## src/rtl/adcv_pkg.sv

```systemverilog
package adcv_pkg;
  localparam int CODE_W  = 8;
  localparam int DIGITS  = 4;
  localparam int BCD_W   = 4 * DIGITS;
  localparam int SEG_W   = 7;
  localparam int MV_STEP = 10;

  typedef logic [3:0] bcd_t;

  // segments ordered {g,f,e,d,c,b,a}, active-high
  function automatic logic [SEG_W-1:0] bcd_to_seg(bcd_t d);
    logic [SEG_W-1:0] s;
    case (d)
      4'd0: s = 7'b0111111;
      4'd1: s = 7'b0000110;
      4'd2: s = 7'b1011011;
      4'd3: s = 7'b1001111;
      4'd4: s = 7'b1100110;
      4'd5: s = 7'b1101101;
      4'd6: s = 7'b1111101;
      4'd7: s = 7'b0000111;
      4'd8: s = 7'b1111111;
      4'd9: s = 7'b1101111;
      default: s = 7'b0000000;
    endcase
    return s;
  endfunction

  // code -> millivolts -> {ones, tenths, hundredths, thousandths}
  function automatic logic [BCD_W-1:0] code_to_bcd(int unsigned code);
    int unsigned mv;
    mv = code * MV_STEP;
    return {4'(mv / 1000), 4'((mv / 100) % 10), 4'((mv / 10) % 10), 4'(mv % 10)};
  endfunction
endpackage

```

## src/rtl/adcv_capture.sv

```systemverilog
module adcv_capture
  import adcv_pkg::*;
#(
  parameter int W = CODE_W
) (
  input  logic         clk,
  input  logic         rst_n,
  input  logic         take,
  input  logic [W-1:0] code_in,
  output logic [W-1:0] code_q
);
  always_ff @(posedge clk or negedge rst_n) begin
    if (!rst_n)    code_q <= '0;
    else if (take) code_q <= code_in;
  end


  hold_when_idle_chk: assert property (@(posedge clk) disable iff (!rst_n)
    !take |=> $stable(code_q));
endmodule

```

## src/rtl/adcv_bcd_table.sv

```systemverilog
module adcv_bcd_table
  import adcv_pkg::*;
#(
  parameter int AW = CODE_W
) (
  input  logic             clk,
  input  logic             rst_n,
  input  logic [AW-1:0]    addr,
  output logic [BCD_W-1:0] bcd_q
);
  localparam int ENTRIES = 1 << AW;

  logic [BCD_W-1:0] tbl [ENTRIES];

  for (genvar i = 0; i < ENTRIES; i++) begin : g_ent
    assign tbl[i] = code_to_bcd(i);
  end

  always_ff @(posedge clk or negedge rst_n) begin
    if (!rst_n) bcd_q <= '0;
    else        bcd_q <= tbl[addr];
  end


  thousandths_zero_chk: assert property (@(posedge clk) disable iff (!rst_n)
    bcd_q[3:0] == 4'd0);


  digits_decimal_chk: assert property (@(posedge clk) disable iff (!rst_n)
    bcd_q[15:12] <= 4'd2 && bcd_q[11:8] <= 4'd9 && bcd_q[7:4] <= 4'd9);


  table_stable_chk: assert property (@(posedge clk) disable iff (!rst_n)
    $stable(addr) |=> $stable(bcd_q));
endmodule

```

## src/rtl/adcv_seg_drive.sv

```systemverilog
module adcv_seg_drive
  import adcv_pkg::*;
#(
  parameter bit ACTIVE_LOW = 1'b0,
  parameter int ND         = DIGITS
) (
  input  logic [4*ND-1:0]           bcd,
  output logic [ND-1:0][SEG_W-1:0]  seg,
  output logic [ND-1:0]             dp
);
  localparam logic [SEG_W-1:0] SEG_POL = {SEG_W{ACTIVE_LOW}};

  for (genvar d = 0; d < ND; d++) begin : g_dig
    assign seg[d] = bcd_to_seg(bcd[4*d +: 4]) ^ SEG_POL;
    assign dp[d]  = (d == ND - 1) ^ ACTIVE_LOW;
  end
endmodule

```

## src/rtl/adc_volt_display.sv

```systemverilog
module adc_volt_display
  import adcv_pkg::*;
#(
  parameter bit ACTIVE_LOW = 1'b0
) (
  input  logic              clk,
  input  logic              rst_n,
  input  logic              in_valid,
  output logic              in_ready,
  input  logic [CODE_W-1:0] in_code,
  output logic [SEG_W-1:0]  seg_d3,
  output logic [SEG_W-1:0]  seg_d2,
  output logic [SEG_W-1:0]  seg_d1,
  output logic [SEG_W-1:0]  seg_d0,
  output logic              dp_d3,
  output logic              dp_d2,
  output logic              dp_d1,
  output logic              dp_d0
);
  logic [CODE_W-1:0]            code_q;
  logic [BCD_W-1:0]             bcd_q;
  logic [DIGITS-1:0][SEG_W-1:0] seg;
  logic [DIGITS-1:0]            dp;

  assign in_ready = rst_n;

  adcv_capture #(.W(CODE_W)) cap_i (
    .clk(clk), .rst_n(rst_n), .take(in_valid && in_ready),
    .code_in(in_code), .code_q(code_q)
  );

  adcv_bcd_table #(.AW(CODE_W)) tbl_i (
    .clk(clk), .rst_n(rst_n), .addr(code_q), .bcd_q(bcd_q)
  );

  adcv_seg_drive #(.ACTIVE_LOW(ACTIVE_LOW), .ND(DIGITS)) drv_i (
    .bcd(bcd_q), .seg(seg), .dp(dp)
  );

  assign seg_d3 = seg[3];
  assign seg_d2 = seg[2];
  assign seg_d1 = seg[1];
  assign seg_d0 = seg[0];
  assign dp_d3  = dp[3];
  assign dp_d2  = dp[2];
  assign dp_d1  = dp[1];
  assign dp_d0  = dp[0];


  one_point_chk: assert property (@(posedge clk) disable iff (!rst_n)
    $countones(dp ^ {DIGITS{ACTIVE_LOW}}) == 1 && (dp_d3 != ACTIVE_LOW));


  lit_segments_chk: assert property (@(posedge clk) disable iff (!rst_n)
    $countones(seg_d3 ^ {SEG_W{ACTIVE_LOW}}) >= 2 &&
    $countones(seg_d0 ^ {SEG_W{ACTIVE_LOW}}) == 6);


  ready_up_chk: assert property (@(posedge clk) disable iff (!rst_n)
    in_ready);
endmodule

```

## config.mk

```make
export PLATFORM = sky130hd
export DESIGN_NAME = adc_volt_display
export DESIGN_NICKNAME = d
export VERILOG_FILES = /design/src/rtl/adcv_pkg.sv /design/src/rtl/adcv_capture.sv /design/src/rtl/adcv_bcd_table.sv /design/src/rtl/adcv_seg_drive.sv /design/src/rtl/adc_volt_display.sv
export SDC_FILE = /design/constraint.sdc
export NUM_CORES = 1
export LEC_CHECK = 0
export ABC_AREA = 0
export CORE_AREA = 2 2 66 68
export CTS_BUF_LIST = sky130_fd_sc_hd__clkbuf_4
export DETAILED_ROUTE_END_ITERATION = 8
export DIE_AREA = 0 0 68 70
export DONT_BUFFER_PORTS = 1
export GPL_ROUTABILITY_DRIVEN = 0
export GPL_TIMING_DRIVEN = 0
export PLACE_DENSITY = 0.79
export RECOVER_POWER = 25
export SLEW_MARGIN = 5
export SYNTH_ARGS = -nofsm -noshare
export SYNTH_HDL_FRONTEND = slang
export SYNTH_HIERARCHICAL = 1
export SYNTH_SLANG_ARGS = --single-unit
```

## constraint.sdc

```tcl
create_clock -name clk -period 3.99 [get_ports clk]
set_input_delay 0 -clock clk [delete_from_list [all_inputs] [get_ports clk]]
set_output_delay 0 -clock clk [all_outputs]
set_load 0.02 [all_outputs]
```

---- Yosys cells after proc, flatten, opt, wreduce, memory -nomap -nowiden ----
Memory sizes are Yosys's and may differ from the RTL's. A register that Yosys moved wholly into a read port is not among the register bits.
Index checks and enable logic that the tools add are counted.
cells by class
  bitwise operators ....................... 1
  reduce and logical (&&, ||, !) cells .... 2
operator list
  cell                              number
  8-bit inverter with 9-bit output  1
  1-bit logical AND                 1
  1-bit logical NOT                 1
word-level totals
  register bits ........................... 8
  memory bits (read-only) ................. 4544
  input port bits ......................... 11
  logic and storage cells ................. 9
  memories ................................ 5
memory list
  memory           depth  width  read ports  clocked after memory_dff  wr ports  line                  source
  (no name shown)  256    16     1           1                         0         adcv_bcd_table.sv:21  else bcd_q <= tbl[addr];
  (no name shown)  16     7      1           0                         0         adcv_pkg.sv:13        case (d)
  (no name shown)  16     7      1           0                         0         adcv_pkg.sv:13
  (no name shown)  16     7      1           0                         0         adcv_pkg.sv:13
  (no name shown)  16     7      1           0                         0         adcv_pkg.sv:13

---- Logic depth before layout (Yosys ltp) ----
Gate-level depths: netlist of the first run.
  depth in word-level cells ............... 1
  gate-level depth with buffers ........... 8
  depth with buffers taken out ............ 7

---- By module ----
Netlist of the first run, hierarchy kept.
modules (own cells, without submodules)
  module            times used  cells an instance  area an instance (µm²)  sequential area each (µm²)
  adcv_bcd_table    1           177                1332.5                  250.2
  adcv_seg_drive    1           112                847.1                   0.0
  adcv_capture      1           17                 331.6                   200.2
  adc_volt_display  1           2                  13.8                    0.0

---- Worst setup path after synthesis of the first run ----
OpenSTA, ideal clock, no wires.
  kind .................................... flip-flop to flip-flop
  start ................................... register cap_i.code_q[2]
  end ..................................... register tbl_i.bcd_q[6]
  library setup time ...................... 0.124 ns
  data arrival time ....................... 1.852 ns
  data required time ...................... 3.866 ns
  slack ................................... 2.013 ns
  cell stages (with the launch flop) ...... 9
  clock period less this slack ............ 1.977 ns
  cells stage by stage .................... dfrtp_1 > buf_2 > inv_1 > ha_1 > or2_4 > or2_0 > a32oi_1 > o32ai_1 > or2_1
between the ends
  word-level cells in the longest chain between the ends .. 1
ends and longest elaborated chain
  element                                                 line                  source
  from (decl)                                             adcv_capture.sv:10    output logic [W-1:0] code_q
  from (signal assigned)                                  adcv_capture.sv:14    else if (take) code_q <= code_in;
  8-bit inverter with 9-bit output (not written as such)  adcv_bcd_table.sv:21
  to (decl)                                               adcv_bcd_table.sv:9   output logic [BCD_W-1:0] bcd_q
No other way between the ends.
A chain may end at the register's enable or synchronous reset.

---- Final worst setup path of the first run ----
Same ends and word-level chain as after synthesis.

==> flow_metrics.env, run 1 <==
export IMPL_status="completed"
export IMPL_setup_tns_ps=0
export IMPL_cts_made_buffers=3
export IMPL_layout_commonest_cell="ha_1"
export IMPL_grt_pass1_wl_um=8890
export IMPL_gr_usage_all_layers=0.235
export IMPL_cts_setup_buffers=0
export IMPL_num_vias=2263
export IMPL_cts_tree="built"
export IMPL_grt_met2_usage=0.407
export IMPL_place_hpwl_um=3970
export IMPL_setup_viol=0
export IMPL_drv_cap=0
export IMPL_synthFlopType="dfrtp_1"
export IMPL_drive_gt1_frac=0.174
export IMPL_core_area_sq_um=4140
export IMPL_rsz0062_at_grt="no"
export IMPL_use_met1=0.307
export IMPL_area_growth_synth_to_final_pct=6.89
export IMPL_finClkSkew_ps=1.27
export IMPL_antenna_found_initial=0
export IMPL_ys_ff_latch=18
export IMPL_required_ps=4190
export IMPL_netlist_area_leader_share=0.178
export IMPL_ys_warn_count=6
export IMPL_dp_slack_ps=1750
export IMPL_dr_pass1_iters=4
export IMPL_antenna_left=0
export IMPL_utilization=0.651
export IMPL_routedWlPerCell_um=14.4
export IMPL_finalCritPeriodShare=0.571
export IMPL_slew_limit_headroom=0.417
export IMPL_drv_slew=0
export IMPL_synth_edff_count=0
export IMPL_grt_use_met3=0.0225
export IMPL_die_area_sq_um=4760
export IMPL_fillers=357
export IMPL_crit_fanout=10
export IMPL_end_kind="register"
export IMPL_drcViolationCount=0
export IMPL_syn_area_per_cell_sq_um=8.20
export IMPL_seqCellArea_sq_um=450
export IMPL_synth_cell_types=70
export IMPL_routed_wl_um=5470
export IMPL_hold_viol_final=0
export IMPL_cts_sinks=18
export IMPL_max_freq_mhz=439
export IMPL_whs_ps=106
export IMPL_die_y_um=70
export IMPL_grt_max_degree=19
export IMPL_nets=369
export IMPL_rows=24
export IMPL_layout_common_cells="29 x ha_1, 25 x inv_1, 25 x o21ai_0"
export IMPL_critPathKind="register to register"
export IMPL_syn_inst=308
export IMPL_ir_drop_mv=0.254
export IMPL_grt_overflow=0
export IMPL_period_needed_ps=2280
export IMPL_synth_seq_area_share=0.178
export IMPL_gr_max_usage_layer="met2"
export IMPL_htree_levels=1
export IMPL_netlist_area_sq_um=2520
export IMPL_clk_pin_slew_ps=120
export IMPL_via_per_inst=5.96
export IMPL_drt_iter0_markers=154
export IMPL_fin_total_pwr_mw=1.21
export IMPL_die_w_um=68
export IMPL_ioPinCount=44
export IMPL_synthTopCellsByArea="dfrtp_1 18%, ha_1 14%, mux2_4 5.4%, o21ai_0 5.0%, a21oi_1 4.6%"
export IMPL_p_per_area_nw_per_um2=447
export IMPL_tightestPinTransition_ps=872
export IMPL_yosysTopAreaCell="dfrtp_1"
export IMPL_num_antenna_cells=0
export IMPL_worstSetupStartpointType="register"
export IMPL_clk_insertion_delay_late_ps=300
export IMPL_first_global_vias=2021
export IMPL_worstPathArrival_ps=2470
export IMPL_p_leak_nw=1.21
export IMPL_cts_root_buffer="clkbuf_4"
export IMPL_async_flop_share=1.00
export IMPL_multiInputGateArea_sq_um=1760
export IMPL_port_buffers=0
export IMPL_setup_slack_ps=1710
export IMPL_clock_path_buffers=2
export IMPL_start_util=0.609
export IMPL_hold_class="input port to register"
==> Yosys cell counts, types with 4 or more instances <==
library cell,count
a21o_1,4
a21oi_1,23
buf_2,11
buf_4,13
buf_6,5
dfrtp_1,18
ha_1,29
inv_1,25
mux2_4,9
mux2i_1,6
nand2_1,19
nand2b_1,5
nor2_1,17
nor3_1,5
o21ai_0,25
o21ai_1,4
o22ai_1,11
xnor2_1,4
==> logic make-up after synthesis <==
group,after synthesis,synth area share
AOI/OAI and AO/OA,108,0.294
xor gates and xnor gates,6,0.0208
adders and majority gates,29,0.144
buffers and inverters,57,0.124
DFF,18,0.178
muxes,16,0.0818
other,3,0.00446
and+or+nand+nor,71,0.152
==> layer usage <==
layer / routed length (um) / vias up
li1: - / 1111
met1: 2400 / 1022
met2: 2580 / 115
met3: 380 / 15
met4: 110 / 0
met5: 0 / -
==> flip-flops by register name (all words and copies together) (netlist names) <==
| signal | flops |
|---|---|
| cap_i/code_q | 8 |
| tbl_i/bcd_q | 10 |
==> final cells by class <==
cell class	count	area share
clock buffer	3	0.00834
multi-input combinational	240	0.651
tap	52	0.0241
inverter	27	0.0376
buffer	30	0.0774
sequential	18	0.167
clock inverter	1	0.00139
timing repair buffer	9	0.0334
==> per-stage QoR <==
step | instances | instance area, sq um
after floorplan | 315 | 2550
after global placement | 367 | 2620
after detailed placement | 367 | 2620
after CTS | 380 | 2730
after global routing | 380 | 2700
final | 380 | 2700
==> final timing paths <==
check                                               to  cells after the start                   startpoint  slack, ps
setup / recovery              tbl_i/bcd_q[6]$_DFF_PN0_                      8  cap_i/code_q[2]$_DFFE_PN0P_       1710
hold / removal             cap_i/code_q[0]$_DFFE_PN0P_                      3                        rst_n        110
setup reg to reg              tbl_i/bcd_q[6]$_DFF_PN0_                      8  cap_i/code_q[2]$_DFFE_PN0P_       1710
hold reg to reg               tbl_i/bcd_q[4]$_DFF_PN0_                      0  cap_i/code_q[0]$_DFFE_PN0P_        390
max in group asynchronous     tbl_i/bcd_q[9]$_DFF_PN0_                      1                        rst_n       3210
min in group asynchronous  cap_i/code_q[5]$_DFFE_PN0P_                      1                        rst_n        250
==> worst max-delay path, cell delays in order, from the launching register on <==
cell and delay (ps):
dfrtp_1 410, buf_2 250, inv_1 130, ha_1 380, or2_4 270, or2_0 200, a32oi_1 210, o32ai_1 100
or2_1 230
==> timing repair <==
action	4_1_cts	5_1_grt
setup endpoints to repair	0	0
gates resized for setup	0	0
hold endpoints to repair	26	0
hold buffers	9	0
==> power breakdown <==
group          switching (mW)  leakage, nW  internal [mW]
registers              0.0522        0.216          0.224
logic                   0.530        0.983          0.300
clock network          0.0645       0.0154         0.0364
Power figures use the tool's default switching activity.
==> run 2, diff against run 1 <==
==> constraint.sdc (replaced) <==
create_clock -name clk -period 2.3 [get_ports clk]
set_input_delay 0 -clock clk [delete_from_list [all_inputs] [get_ports clk]]
set_output_delay 0 -clock clk [all_outputs]
set_load 0.02 [all_outputs]
==> run 2 against run 1 <==
  * Design area rose by 0.79%
  * Clock skew barely moved
  * First-iteration DRC count rose by 14%
  * Non-clock buffer count rose by 2
  * Sequential cell count did not move
  * Core utilization rose by 0.51 points
  * Sequential power rose by 74%
  * Fmax rose by 2.2%
  * Setup slack got worse by 1600 ps
  * Clock power rose by 72%
  * Wire length rose by 0.51%
  * Combinational power rose by 75%
==> flow_metrics.env, run 2 (synthesis gave the netlist of run 1 again) <==
export IMPL_rows=24
export IMPL_clock_path_buffers=2
export IMPL_cts_root_buffer="clkbuf_4"
export IMPL_finalCritPeriodShare=0.968
export IMPL_layout_common_cells="29 x ha_1, 25 x inv_1, 25 x o21ai_0"
export IMPL_required_ps=2500
export IMPL_drive_gt1_frac=0.182
export IMPL_antenna_left=0
export IMPL_ioPinCount=44
export IMPL_layout_commonest_cell="ha_1"
export IMPL_num_vias=2295
export IMPL_routedWlPerCell_um=14.4
export IMPL_critPathSlowestCell="dfrtp_1"
export IMPL_top_register="tbl_i/bcd_q"
export IMPL_dr_pass1_iters=5
export IMPL_reg2reg_to="tbl_i/bcd_q[6]$_DFF_PN0_"
export IMPL_p_per_area_nw_per_um2=773
export IMPL_die_y_um=70
export IMPL_antenna_found_initial=0
export IMPL_p_leak_nw=1.23
export IMPL_end_kind="register"
export IMPL_setup_tns_ps=0
export IMPL_fillers=357
export IMPL_min_to="cap_i/code_q[0]$_DFFE_PN0P_"
export IMPL_worstPathArrival_ps=2420
export IMPL_route_met2_wl_um=2610
export IMPL_grt_max_degree=19
export IMPL_drcViolationCount=0
export IMPL_drt_met1_wl_um=2300
export IMPL_place_hpwl_um=3970
export IMPL_clk_insertion_delay_late_ps=300
export IMPL_crit_fanout=10
export IMPL_via_per_inst=6.01
export IMPL_area_growth_synth_to_final_pct=7.73
export IMPL_drv_slew=0
export IMPL_status="completed"
export IMPL_grt_pass1_wl_um=8890
export IMPL_cts_made_buffers=3
export IMPL_crit_chain="clkbuf_4 -> inv_1 -> ha_1 -> or2_4 -> or2_0 -> a32oi_1 -> o32ai_1 -> or2_1"
export IMPL_r2r_start="cap_i/code_q[2]$_DFFE_PN0P_"
export IMPL_drt_iter0_markers=175
export IMPL_critPathKind="register to register"
export IMPL_ir_drop_mv=0.436
export IMPL_slew_limit_headroom=0.419
export IMPL_utilization=0.656
export IMPL_die_w_um=68
export IMPL_cts_tree="built"
export IMPL_min_path_cells=3
export IMPL_tightestPinTransition_ps=869
export IMPL_cp_top_family="simple AND/OR/NAND/NOR gates"
export IMPL_worstSetupStartpointType="register"
export IMPL_cts_sinks=18
export IMPL_grt_overflow=0
export IMPL_reg2reg_depth=8
export IMPL_clk_pin_slew_ps=120
export IMPL_top_layer="met4"
export IMPL_port_buffers=0
export IMPL_gr_usage_all_layers=0.235
export IMPL_rsz0062_at_grt="no"
export IMPL_first_global_vias=2021
export IMPL_largest_reg_flops=10
export IMPL_hold_viol_final=0
export IMPL_dr_wl_met3_um=465
export IMPL_top_regs="tbl_i/bcd_q (10), cap_i/code_q (8)"
export IMPL_htree_levels=1
export IMPL_num_antenna_cells=0
export IMPL_drv_cap=0
export IMPL_core_area_sq_um=4140
export IMPL_critPathMaxStageDelay_ps=390
export IMPL_routed_wl_um=5500
export IMPL_holdCritStartpoint="rst_n"
export IMPL_finClkSkew_ps=1.39
export IMPL_die_area_sq_um=4760
export IMPL_rrSetupSlack_ps=70
export IMPL_hold_class="input port to register"
export IMPL_setup_viol=0
export IMPL_path_buf_inv=2
export IMPL_start_util=0.609
export IMPL_nets=371
export IMPL_max_freq_mhz=449
export IMPL_period_needed_ps=2230
run 2: cell count changes in the layout (fill, tap and decap cells not counted):
cell	previous run	this run
mux2_4	1	2
clkbuf_4	3	4
buf_2	11	10
buf_4	12	14
mux2_1	8	7
run 2: how the worst max path moves through the flow:
| stage | slack (ps) | from | to | cells past startpoint |
|---|---|---|---|---|
| floorplan | 320 | cap_i/code_q[2]$_DFFE_PN0P_ | tbl_i/bcd_q[6]$_DFF_PN0_ | 8 |
| global placement | 130 | cap_i/code_q[2]$_DFFE_PN0P_ | tbl_i/bcd_q[6]$_DFF_PN0_ | 8 |
| detailed placement | 60 | cap_i/code_q[2]$_DFFE_PN0P_ | tbl_i/bcd_q[6]$_DFF_PN0_ | 8 |
| CTS | 40 | cap_i/code_q[2]$_DFFE_PN0P_ | tbl_i/bcd_q[6]$_DFF_PN0_ | 8 |
| global route | 8 | cap_i/code_q[2]$_DFFE_PN0P_ | tbl_i/bcd_q[6]$_DFF_PN0_ | 8 |
| finish | 70 | cap_i/code_q[2]$_DFFE_PN0P_ | tbl_i/bcd_q[6]$_DFF_PN0_ | 8 |
run 2: power breakdown:
| part | leakage (nW) | switching, mW | total [mW] | internal, mW |
|---|---|---|---|---|
| Sequential | 0.216 | 0.0899 | 0.479 | 0.389 |
| Clock | 0.0154 | 0.111 | 0.174 | 0.0632 |
| Combinational | 0.996 | 0.921 | 1.45 | 0.529 |
| Total | 1.23 | 1.12 | 2.10 | 0.981 |
run 2: repair_timing:
item                       4_1_cts  5_1_grt
setup endpoints to repair        0        1
hold endpoints to repair        26        0
gates resized for setup          0        1
hold buffers                     9        0
buffers inserted                 0        2
run 2: layer usage:
| metal | track usage | up-vias |
|---|---|---|
| li1 | - | 1117 |
| met1 | 0.307 | 1046 |
| met2 | 0.407 | 117 |
| met3 | 0.0225 | 15 |
| met4 | 0.0622 | 0 |
| met5 | 0 | - |
run 2: through the flow:
stage	area (sq um)	std cells	hold WS (ps)	power, mW	setup WS, ps
after global placement	2620	367	-295	1.88	126
after floorplan	2550	315	-296	1.69	323
after CTS	2730	380	115	2.10	41.7
after global routing	2720	382	124	2.26	7.88
after detailed placement	2620	367	-295	1.90	64.7
final	2720	382	111	2.10	73.5
run 2: area by class of cell:
cell class / instances / area (sq um) / share of cell area
plain buffers: 30 / 211 / 0.0777
clock buffers: 3 / 22.5 / 0.00828
clock inverters: 1 / 3.75 / 0.00138
inverters: 27 / 101 / 0.0373
multi-input cells: 240 / 1760 / 0.647
flip-flops and latches: 18 / 450 / 0.166
well taps: 52 / 65.1 / 0.0239
repair buffers: 11 / 105 / 0.0386
run 2: worst register-to-register path: cells and delay by family, from the launching register on:
family / cells / cell delay [ps]
and+or+nand+nor: 3 / 700
adders and majority gates: 1 / 380
DFF: 1 / 390
AOI/OAI and AO/OA: 2 / 340
buffers and inverters: 2 / 310
==> run 3, diff against run 2 <==
--- a/config.mk
+++ b/config.mk
@@ -15,6 +15,7 @@
 export GPL_TIMING_DRIVEN = 0
 export PLACE_DENSITY = 0.79
 export RECOVER_POWER = 25
+export REMOVE_ABC_BUFFERS = 1
 export SLEW_MARGIN = 5
 export SYNTH_ARGS = -nofsm -noshare
 export SYNTH_HDL_FRONTEND = slang
==> run 3 against run 2 <==
  * Critical path depth fell by 3
  * Fmax rose by 2.7%
  * Sequential power up 21%
  * Clock power is 7% lower
  * Design area fell by 7.4%
  * Power shrank 4.8%
  * Combinational power is 13% lower
  * Non-clock buffer count fell by 32
  * Sequential share of layout area grew 1.5 points
  * Global-route usage shrank 2.8 points
  * Via count decreased by 6.8%
  * Die area did not move
==> flow_metrics.env, run 3 (synthesis gave the netlist of run 1 again) <==
export IMPL_rrSetupSlack_ps=130
export IMPL_grt_max_degree=37
export IMPL_r2r_start="cap_i/code_q[4]$_DFFE_PN0P_"
export IMPL_top_register="tbl_i/bcd_q"
export IMPL_holdCritStartpoint="rst_n"
export IMPL_clk_insertion_delay_late_ps=300
export IMPL_core_area_sq_um=4140
export IMPL_critPathSlowestCell="dfrtp_1"
export IMPL_dr_pass1_iters=4
export IMPL_min_to="in_ready"
export IMPL_required_ps=2500
export IMPL_routedWlPerCell_um=14.1
export IMPL_die_area_sq_um=4760
export IMPL_reg2reg_to="tbl_i/bcd_q[6]$_DFF_PN0_"
export IMPL_routed_wl_um=4950
export IMPL_slew_limit_headroom=0.379
export IMPL_finalCritPeriodShare=0.943
export IMPL_layout_commonest_cell="ha_1"
export IMPL_rsz0062_at_grt="no"
export IMPL_top_regs="tbl_i/bcd_q (10), cap_i/code_q (8)"
export IMPL_critPathMaxStageDelay_ps=960
export IMPL_reg2reg_depth=5
export IMPL_first_global_vias=1814
export IMPL_fin_total_pwr_mw=2.00
export IMPL_p_per_area_nw_per_um2=795
export IMPL_pwr_share_comb=0.631
export IMPL_max_freq_mhz=461
export IMPL_layout_common_cells="29 x ha_1, 25 x inv_1, 25 x o21ai_0"
export IMPL_gr_usage_all_layers=0.208
export IMPL_fillers=360
export IMPL_multiInputGateArea_sq_um=1780
export IMPL_cts_made_buffers=3
export IMPL_setup_viol=0
export IMPL_start_util=0.609
export IMPL_worstSetupStartpointType="register"
export IMPL_cts_root_buffer="clkbuf_4"
export IMPL_via_per_inst=6.11
export IMPL_clock_power_share=0.080
export IMPL_crit_fanout=29
export IMPL_antenna_left=0
export IMPL_ioPinCount=44
export IMPL_crit_chain="inv_1 -> nor2_1 -> a221o_1 -> o32ai_1 -> or2_1"
export IMPL_drv_slew=0
export IMPL_port_buffers=0
export IMPL_htree_levels=1
export IMPL_clk_pin_slew_ps=110
export IMPL_nets=339
export IMPL_dp_slack_ps=-128
export IMPL_place_hpwl_um=3520
export IMPL_hold_viol_final=0
export IMPL_clock_path_buffers=2
export IMPL_grt_overflow=0
export IMPL_num_vias=2138
export IMPL_seqPwrFrac=0.289
export IMPL_ir_drop_mv=0.621
export IMPL_cts_sinks=18
export IMPL_period_needed_ps=2170
export IMPL_die_y_um=70
export IMPL_num_antenna_cells=0
export IMPL_drt_iter0_markers=119
export IMPL_drv_cap=0
export IMPL_worstPathArrival_ps=2360
export IMPL_min_path_cells=0
export IMPL_finClkSkew_ps=12.5
export IMPL_p_switching_mw=1.08
export IMPL_hold_class="input port to primary output"
export IMPL_tightestPinTransition_ps=931
export IMPL_grt_pass1_wl_um=7960
export IMPL_seqCellArea_sq_um=454
export IMPL_drcViolationCount=0
export IMPL_largest_reg_flops=10
export IMPL_internal_power_mw=0.928
export IMPL_antenna_found_initial=0
export IMPL_sw_frac_of_total=0.537
export IMPL_status="completed"
export IMPL_p_leak_nw=1.09
export IMPL_drive_gt1_frac=0.131
export IMPL_cts_tree="built"
export IMPL_critPathKind="register to register"
export IMPL_die_w_um=68
export IMPL_area_growth_synth_to_final_pct=-0.198
export IMPL_setup_slack_ps=132
export IMPL_end_kind="register"
export IMPL_rows=24
[run 3: worst max-delay path: cells and delay by family, from the launching register on]
kind,cells,cell delay (ps)
buffers and inverters,1,340
DFF,1,960
AOI/OAI and AO/OA,2,260
and+or+nand+nor,2,510
[run 3: cell type report]
type / count / share of cell area
Sequential cell: 18 / 0.180
Inverter: 27 / 0.0402
Clock buffer: 3 / 0.00894
Timing Repair Buffer: 9 / 0.0357
Tap cell: 52 / 0.0258
Multi-Input combinational cell: 240 / 0.708
Clock inverter: 1 / 0.00149
[run 3: layer usage]
| layer | track usage | part of all wire | vias up |
|---|---|---|---|
| li1 | - | - | 1060 |
| met1 | 0.271 | 0.43 | 983 |
| met2 | 0.354 | 0.48 | 91 |
| met3 | 0.0274 | 0.079 | 4 |
| met4 | 0.0533 | 0.0055 | 0 |
| met5 | 0 | 0 | - |
[run 3: repair_timing]
| action | CTS | global route |
|---|---|---|
| hold buffers | 9 | 0 |
| endpoints found under the hold margin | 26 | 0 |
| endpoints found under the setup margin | 2 | 0 |
| buffers inserted | 0 | 0 |
| gates resized for setup | 3 | 0 |
[run 3: worst max path at each step]
stage,startpoint,to,slack [ps],depth (start not counted)
floorplan,cap_i/code_q[2]$_DFFE_PN0P_,tbl_i/bcd_q[6]$_DFF_PN0_,310,7
global placement,cap_i/code_q[3]$_DFFE_PN0P_,tbl_i/bcd_q[7]$_DFF_PN0_,-140,5
detailed placement,cap_i/code_q[3]$_DFFE_PN0P_,tbl_i/bcd_q[7]$_DFF_PN0_,-130,5
CTS,cap_i/code_q[2]$_DFFE_PN0P_,tbl_i/bcd_q[6]$_DFF_PN0_,150,7
global route,cap_i/code_q[4]$_DFFE_PN0P_,tbl_i/bcd_q[6]$_DFF_PN0_,10,5
finish,cap_i/code_q[4]$_DFFE_PN0P_,tbl_i/bcd_q[6]$_DFF_PN0_,130,5
[run 3: power groups by stage]
stage / combinational (mW) / clock, mW / sequential [mW]
2_1_floorplan: 1.09 / 0 / 0.535
3_3_place_gp: 1.21 / 0 / 0.580
3_5_place_dp: 1.23 / 0 / 0.584
4_1_cts: 1.25 / 0.166 / 0.578
5_1_grt: 1.39 / 0.179 / 0.605
6_report: 1.26 / 0.161 / 0.578
[run 3: through the flow]
step | hold WS [ps] | area [sq um] | utilization | TNS, ps | instances
final | 0.00972 | 2520 | 0.608 | 0 | 350
after global routing | 0.0230 | 2520 | 0.608 | 0 | 350
after CTS | 0.286 | 2520 | 0.609 | 0 | 350
after detailed placement | -295 | 2400 | 0.580 | -136 | 337
after global placement | -295 | 2400 | 0.580 | -143 | 337
after floorplan | -296 | 2340 | - | 0 | 285
